## src/rtl/pir_pkg.sv

```systemverilog
package pir_pkg;
  localparam int CODE_W = 4;
  typedef logic [CODE_W-1:0] rate_code_t;

  // Maps a raw rate code to its effective code; low codes alias to slower rates.
  function automatic rate_code_t pir_remap(input rate_code_t raw, input int alias_max,
                                           input int alias_add);
    if (raw == '0) return '0;
    if (int'(raw) <= alias_max) return rate_code_t'(int'(raw) + alias_add);
    return raw;
  endfunction
endpackage

```

## src/rtl/pir_tick_counter.sv

```systemverilog
module pir_tick_counter #(
  parameter int CNT_W = 15
) (
  input  logic             clk,
  input  logic             rst_n,
  input  logic             tick_en,
  output logic [CNT_W-1:0] cnt_inc
);
  logic [CNT_W-1:0] cnt_q;

  assign cnt_inc = cnt_q + CNT_W'(1);

  always_ff @(posedge clk) begin
    if (!rst_n)       cnt_q <= '0;
    else if (tick_en) cnt_q <= cnt_inc;
  end
endmodule

```

## src/rtl/pir_rate_sel.sv

```systemverilog
module pir_rate_sel
  import pir_pkg::*;
#(
  parameter int CNT_W     = 15,
  parameter int ALIAS_MAX = 2,
  parameter int ALIAS_ADD = 7
) (
  input  logic             clk,
  input  logic             rst_n,
  input  rate_code_t       rate_code,
  input  logic             pie_en,
  input  logic             boundary,
  output logic             active,
  output logic [CNT_W-1:0] wrap_mask
);
  rate_code_t eff_q;
  rate_code_t eff_next;
  logic       pie_q;
  logic       reload;

  assign eff_next = pir_remap(rate_code, ALIAS_MAX, ALIAS_ADD);
  assign active   = (eff_q != '0);
  // Reload while idle, at a boundary of the current period, or on an enable change.
  assign reload   = !active || boundary || (pie_en != pie_q);

  always_ff @(posedge clk) begin
    if (!rst_n) begin
      eff_q <= '0;
      pie_q <= 1'b0;
    end else begin
      pie_q <= pie_en;
      if (reload) eff_q <= eff_next;
    end
  end

  // Mask of the low (c-1) counter bits that must wrap to zero.
  for (genvar g = 0; g < CNT_W; g++) begin : g_mask
    assign wrap_mask[g] = active && (g < (int'(eff_q) - 1));
  end
endmodule

```

## src/rtl/pir_event_gen.sv

```systemverilog
module pir_event_gen #(
  parameter int CNT_W = 15
) (
  input  logic             clk,
  input  logic             rst_n,
  input  logic             tick_en,
  input  logic             active,
  input  logic [CNT_W-1:0] cnt_inc,
  input  logic [CNT_W-1:0] wrap_mask,
  input  logic             pie_en,
  input  logic             sqw_en,
  input  logic             irq_ack,
  output logic             boundary,
  output logic             pflag_set,
  output logic             irq,
  output logic             sqw_pulse
);
  assign boundary = tick_en && active && ((cnt_inc & wrap_mask) == '0);

  always_ff @(posedge clk) begin
    if (!rst_n) begin
      pflag_set <= 1'b0;
      irq       <= 1'b0;
      sqw_pulse <= 1'b0;
    end else begin
      pflag_set <= boundary && pie_en;
      sqw_pulse <= boundary && sqw_en;
      irq       <= (boundary && pie_en) || (irq && !irq_ack);
    end
  end
endmodule

```

## src/rtl/pir_rate_gen.sv

```systemverilog
module pir_rate_gen
  import pir_pkg::*;
#(
  parameter int CNT_W     = 15,
  parameter int ALIAS_MAX = 2,
  parameter int ALIAS_ADD = 7
) (
  input  logic       clk,
  input  logic       rst_n,
  input  logic       tick_en,
  input  logic [3:0] rate_code,
  input  logic       pie_en,
  input  logic       sqw_en,
  input  logic       irq_ack,
  output logic       pflag_set,
  output logic       irq,
  output logic       sqw_pulse
);
  logic [CNT_W-1:0] cnt_inc;
  logic [CNT_W-1:0] wrap_mask;
  logic             active;
  logic             boundary;

  pir_tick_counter #(.CNT_W(CNT_W)) u_cnt (
    .clk(clk), .rst_n(rst_n), .tick_en(tick_en), .cnt_inc(cnt_inc)
  );

  pir_rate_sel #(.CNT_W(CNT_W), .ALIAS_MAX(ALIAS_MAX), .ALIAS_ADD(ALIAS_ADD)) u_sel (
    .clk(clk), .rst_n(rst_n), .rate_code(rate_code_t'(rate_code)), .pie_en(pie_en),
    .boundary(boundary), .active(active), .wrap_mask(wrap_mask)
  );

  pir_event_gen #(.CNT_W(CNT_W)) u_evt (
    .clk(clk), .rst_n(rst_n), .tick_en(tick_en), .active(active), .cnt_inc(cnt_inc),
    .wrap_mask(wrap_mask), .pie_en(pie_en), .sqw_en(sqw_en), .irq_ack(irq_ack),
    .boundary(boundary), .pflag_set(pflag_set), .irq(irq), .sqw_pulse(sqw_pulse)
  );
endmodule

```

## config.mk

```make
export PLATFORM = sky130hd
export DESIGN_NAME = pir_rate_gen
export DESIGN_NICKNAME = d
export VERILOG_FILES = /design/src/rtl/pir_pkg.sv /design/src/rtl/pir_tick_counter.sv /design/src/rtl/pir_rate_sel.sv /design/src/rtl/pir_event_gen.sv /design/src/rtl/pir_rate_gen.sv
export SDC_FILE = /design/constraint.sdc
export NUM_CORES = 1
export LEC_CHECK = 0
export BUFFER_PORTS_ARGS = -buffer_cell sky130_fd_sc_hd__clkbuf_2
export CAP_MARGIN = 20
export CELL_PAD_IN_SITES_DETAIL_PLACEMENT = 0
export CELL_PAD_IN_SITES_GLOBAL_PLACEMENT = 1
export CORE_MARGIN = 5
export CORE_UTILIZATION = 38
export DETAILED_ROUTE_END_ITERATION = 12
export PLACE_DENSITY = 0.79
export RECOVER_POWER = 50
export SKIP_LAST_GASP = 1
export SLEW_MARGIN = 20
export SYNTH_ARGS = -nofsm -noshare
export SYNTH_HDL_FRONTEND = slang
export SYNTH_HIERARCHICAL = 1
export SYNTH_SLANG_ARGS = --single-unit
```

## constraint.sdc

```tcl
create_clock -name clk -period 3.1 [get_ports clk]
set_clock_uncertainty 0.05 [all_clocks]
set_input_delay 0.62 -clock clk [delete_from_list [all_inputs] [get_ports clk]]
set_output_delay 0.62 -clock clk [all_outputs]
set_load 0.1 [all_outputs]
```

== After elaboration in Yosys (flattened, before gate mapping) ==
Cells that the tools add are included.

* Output and inout port bits: 3
* Bits of input ports: 10
* Flip-flop bits (word level): 23
* Logic and storage cells: 62

* Muxes and demuxes: 7
* $lt $le $gt $ge: 16
* Add/subtract/negate cells: 3
* Reduce and logical (&&, ||, !) cells: 28
* Bitwise gates (word level): 1
* Eq/ne operators: 1

{| class="wikitable"
|+ Operators with widths
! operator !! count
|-
| $lt A5 B32 Y1 const A || 7
|-
| $lt A4 B32 Y1 const A || 4
|-
| $lt A3 B32 Y1 const A || 2
|-
| $lt A1 B32 Y1 const A || 1
|-
| $lt A2 B32 Y1 const A || 1
|-
| $logic_and A1 B1 Y1 || 20
|-
| $mux W4 || 4
|-
| $add A15 B1 Y15 const B || 1
|-
| $and A15 B15 Y15 || 1
|-
| $logic_not A15 Y1 || 1
|-
| $sub A4 B1 Y5 const B || 1
|-
| $add A4 B3 Y4 const B || 1
|-
| $le A4 B2 Y1 const B || 1
|-
| $logic_not A4 Y1 || 1
|-
| $reduce_bool A4 Y1 || 1
|-
| $logic_or A1 B1 Y1 || 3
|-
| $mux W1 || 3
|-
| $logic_not A1 Y1 || 2
|-
| $ne A1 B1 Y1 || 1
|}

== Depth between registers and ports, before layout ==
* Depth after elaboration: 8
* Depth in mapped cells: 15

== By module ==
Netlist, hierarchy kept.

{| class="wikitable"
|+ Modules (own cells, without submodules)
! module !! instances !! cells an instance !! area an instance (µm²)
|-
| pir_tick_counter || 1 || 113 || 944.7
|-
| pir_rate_sel || 1 || 95 || 655.6
|-
| pir_event_gen || 1 || 37 || 246.5
|}

== Least setup slack after synthesis ==
No wires, ideal clock.

* Kind: register to register
* Start: register u_sel.eff_q[0]
* End: register u_sel.eff_q[2]
* Stages on the path, launching flop included: 16
* Clock period less this slack: 2873 ps
* Data arrival time: 2748 ps
* Setup time: 75 ps
* Path buffers: 2
* Path slack: 227 ps
* Path through: dfxtp_1 > buf_6 > inv_1 > ha_1 > clkbuf_1 > inv_2 > o31a_1 > o21ai_1 > nand2b_1 > a22oi_1 > nand4_1 > or4_4 > inv_1 > nand2b_1 > o21ai_0 > o22ai_1

* Longest elaborated chain between the ends: 8
* Elaborated cells on any way between the ends: 39

{| class="wikitable"
|+ RTL lines
! what !! RTL line !! text
|-
| start: declaration || pir_rate_sel.sv:16 || <nowiki>rate_code_t eff_q;</nowiki>
|-
| start signal: assignment || pir_rate_sel.sv:32 || <nowiki>if (reload) eff_q <= eff_next;</nowiki>
|-
| $sub A4 B1 Y5 || pir_rate_sel.sv:38 || <nowiki>assign wrap_mask[g] = active && (g < (int'(eff_q) - 1));</nowiki>
|-
| $lt A5 B32 Y1 || pir_rate_sel.sv:38 ||
|-
| $logic_and A1 B1 Y1 (*) || pir_rate_sel.sv:38 ||
|-
| named net wrap_mask[8] || pir_rate_gen.sv:20 || <nowiki>logic [CNT_W-1:0] wrap_mask;</nowiki>
|-
| $and A15 B15 Y15 (*) || pir_event_gen.sv:18 || <nowiki>assign boundary = tick_en && active && ((cnt_inc & wrap_mask) == '0);</nowiki>
|-
| $logic_not A15 Y1 (*) || pir_event_gen.sv:18 ||
|-
| $logic_and A1 B1 Y1 (*) || pir_event_gen.sv:18 ||
|-
| named net boundary || pir_rate_gen.sv:22 || <nowiki>logic boundary;</nowiki>
|-
| $logic_or A1 B1 Y1 (*) (2 in series) || pir_rate_sel.sv:24 || <nowiki>assign reload = !active || boundary || (pie_en != pie_q);</nowiki>
|}

Mark *: on every way through the listed nets, which the timed path passes. The rest lies on a longest branch.
A chain may end at the register's enable or synchronous reset.

== Worst setup path after layout ==
* Start: register u_sel.eff_q[0]
* End: register u_sel.eff_q[2]

* Longest elaborated chain between the ends: 8
* Elaborated cells on any way between the ends: 39

{| class="wikitable"
|+ RTL lines
! what !! RTL line
|-
| $sub A4 B1 Y5 || pir_rate_sel.sv:38
|-
| $lt A3 B32 Y1 || pir_rate_sel.sv:38
|-
| $logic_and A1 B1 Y1 (*) || pir_rate_sel.sv:38
|-
| named net wrap_mask[2] || pir_rate_gen.sv:20
|-
| $and A15 B15 Y15 (*) || pir_event_gen.sv:18
|-
| $logic_not A15 Y1 (*) || pir_event_gen.sv:18
|-
| $logic_and A1 B1 Y1 (*) || pir_event_gen.sv:18
|-
| named net boundary || pir_rate_gen.sv:22
|-
| $logic_or A1 B1 Y1 (*) (2 in series) || pir_rate_sel.sv:24
|}

Marks and branches as above.

==> summary.md <==
| Metric | Value |
|---|---|
| Status | complete, no violations |
| Final Hold Viols | 0 |
| Tcrit/Tclk final | 0.9246 |
| CP Data Required Time | ~3.3 ns |
| FF-to-FF setup slack | between 0.2 and 0.25 ns |
| Post-Route WL | 4277 um |
| Cell row count | 25 |
| Max H-tree Level | 1 |
| CTS Buf Count | 3 |
| Critical Path AT | a little over 3 ns |
| TNS Setup | 0 ns |
| Simple-Gate Fraction of Synth Area | 0.3354 |
| CTS tree | built |
| Die ar. | around 6400 um^2 |
| Root buf cell | clkbuf_8 |
| Max Slew Vio Count | 0 |
| Post-synth ARST share | 0 |
| Crit-path max FO | 7 |
| Final core utilization | 0.4238 |
| Worst reg-to-reg path cell count | 11 |
| Post-CTS sizing | 0 |
| Synthesized area | around 1800 um^2 |
| Yosys top cell by area | dfxtp_1 |
| Post-synthesis adder-cell area fraction | 0.03388 |
| Startpoint types | flip-flop |
| Design Power | 0.8697 mW |
| First-pass GRT wire length | around 7400 um |
| Worst r2r src | u_sel/eff_q[0] |
| Worst ir drop on vdd | 229.7 uV |
| Hold Buf Count CTS | 0 |
| Ratio of cells with drive above 1 in the final layout | 0.1457 |
| Synth Flop Type | dfxtp_1 |
| Die outline width | approximately 80 um |
| Most numerous cell in the Yosys netlist | nand2_1 |
| Synthesis-stage register bit count | 23 |
| Antenna viol nets, final | 0 |
| Hold path endpoint | u_cnt/cnt_q[14] |
| Top cells by area, synth | dfxtp_1 (25%), nand2_1 (6.3%), xor2_1 (5.7%), nand4_1 (4.1%), a21oi_1 (3.8%) |
| Pin count of the biggest net entering global routing | 17 |
| Synth Area in Compound Gates | 0.1883 |
| Post-synth top cells | nand2_1 (31), dfxtp_1 (23), nor2_1 (16) |
| Grt total ovfl | 0 |
| Vias per cell | approximately 5.3 |
| Fin area | 2002 um^2 |
| Num ports | 13 |
| ANT cells | 0 |
| Min Tclk post-route | 2.866 ns |
| RePlAce Congestion | 0.8576 |
| Synthesis-to-layout area growth | 8.401% |
| CTS clk-pin slew, worst paths | roughly 0.080 ns |
| Max Fclk | roughly 350 MHz |
| Vias | about 1700 |
| Min-Delay Path Class | reg -> reg |
| Die Span Y | 79.72 um |
| Largest family of logic cells by synthesized area | simple AND/OR/NAND/NOR gates |
| Final net count | 270 |
| Initial DRC count | 78 |
| GRT Util Overall | 0.1438 |
| DRC | 0 |
| Post-synthesis mux area share | 0.02168 |
| Worst Tran Pin Value | approximately 1.2 ns |
| Final setup violation count | 0 |
| Yosys synthesis warning count | 6 |
| Port bufs | 12 |
| Min-delay src | u_cnt/cnt_q[14] |
| Fill cell count | 521 |
| Initial Util | 0.3910 |
| Slew margin rel. | 0.2308 |
| Clk sink count | 23 |
| Number of synthesized flops with an enable pin | 0 |
| Vias in the first global route | 1545 |
| Post-Syn Nets | 260 |
| Reg2reg end | u_sel/eff_q[2] |
| Cell depth of the worst hold path | 2 |
| Xor/xnor cell area share of the yosys netlist | 0.08537 |
| Total power per unit cell area | roughly 430 nW/um^2 |
| Leakage power | between 0.8 and 0.9 nW |
| Drt wl/cell | 13.32 um |
| Synth unique cells | 48 |
| Syn Inst Count | approximately 250 |
| Synth Area per Inst | approximately 7.5 um^2 |
| DRT Pass-1 Iters | 4 |
| RSZ-0062 raised after global routing | no |
| Initial antenna violation count | 0 |
| Post-synth top area share | 0.2493 |
| Seq/Total Area, Yosys | 0.2493 |
| Area of the core | 4723 um^2 |
| WS Path Type | reg -> reg |
| Maximum clock path buffer count | 2 |
| CP Capture Type | flip-flop |
| MaxCap Viol Count | 0 |
| Cell Area, Placed | 1956 um^2 |
| Setup Fix Bufs, Post-CTS | 0 |
| DP HPWL | about 3200 um |
| Worst skew pair latency | approximately 0.27 ns |
==> metrics by stage <==
| step | setup slack (ns) | cells | hold WS [ns] |
|---|---|---|---|
| CTS | 0.2660 | 321 | 0.4415 |
| detailed placement | 0.2992 | 317 | 0.4307 |
| global placement | 0.3558 | 317 | 0.4190 |
| finish | 0.2336 | 321 | 0.4371 |
| global route | 0.05375 | 321 | 0.4682 |
| floorplan | 0.2273 | 245 | 0.4044 |
==> sequential cells by signal, summed over array words and instances, names as in the netlist <==
signal and flops:
u_cnt/cnt_q 15, u_sel/eff_q 4, u_evt/irq 1, u_evt/pflag_set 1
u_evt/sqw_pulse 1, u_sel/pie_q 1
==> worst max path at each step <==
stage                    from        endpoint  slack [ns]  cells after the start
2_1_floorplan  u_sel/eff_q[0]  u_sel/eff_q[2]        0.23                     15
3_3_place_gp   u_sel/eff_q[0]  u_sel/eff_q[1]        0.36                     11
3_5_place_dp   u_sel/eff_q[0]  u_sel/eff_q[2]        0.30                     11
4_1_cts        u_sel/eff_q[0]  u_sel/eff_q[2]        0.27                     11
5_1_grt        u_sel/eff_q[0]  u_sel/eff_q[2]        0.05                     11
6_report       u_sel/eff_q[0]  u_sel/eff_q[2]        0.23                     11
==> routing by layer <==
metal | vias up | global-route usage | part of all wire
met3 | 6 | 0.02483 | 0.029
met2 | 22 | 0.2295 | 0.46
met5 | - | 0 | 0
li1 | 894 | - | -
met4 | 0 | 0.03265 | 0.012
met1 | 780 | 0.2010 | 0.50
==> layout make-up <==
class	instances	area, um^2	share of cell area
Inverter	17	63.81	0.03188
Clock buffer	3	41.29	0.02063
Tap cell	67	83.83	0.04187
Sequential cell	23	460.4	0.2300
Clock inverter	1	7.507	0.003750
Multi-Input combinational cell	190	1227	0.6131
Timing Repair Buffer	20	117.6	0.05875
==> critical path, stage by stage (launching register included) <==
cell and delay [ns]:
dfxtp_1 0.33, buf_4 0.16, or3_1 0.50, o31ai_1 0.24, o21ai_1 0.13, a22oi_1 0.20
nand4_1 0.11, or4_4 0.58, inv_1 0.08, nand2b_1 0.16, o21ai_0 0.09, o22ai_1 0.18
==> power breakdown <==
group / total [mW] / internal (mW) / switching [mW]
Sequential: 0.331 / 0.310 / 0.0202
Clock: 0.196 / 0.0912 / 0.105
Combinational: 0.343 / 0.130 / 0.212
==> cell usage in the layout (no fill, tap or decap), types with 6 or more instances in the layout <==
cell      Yosys  routed
nand2_1      31      31
dfxtp_1      23      23
nor2_1       16      16
inv_1        15      15
a21oi_1      14      14
xor2_1       12      12
nand4_1      12      12
o21ai_0      11      11
clkbuf_2      0      10
nand2b_1      8       8
buf_4         0       8
nor3_1        7       7
o21ai_1       7       7
xnor2_1       6       6
or3_1         6       6
==> kinds of logic (layout without fill, tap and decap cells) <==
family / count (synthesis) / in the layout
compound gates: 55 / 55
xor+xnor: 18 / 18
mux: 4 / 4
fa+ha+maj: 5 / 5
simple gates: 108 / 108
buf+inv: 32 / 41
flops: 23 / 23
Note: power is estimated with default switching activity, not from simulation.
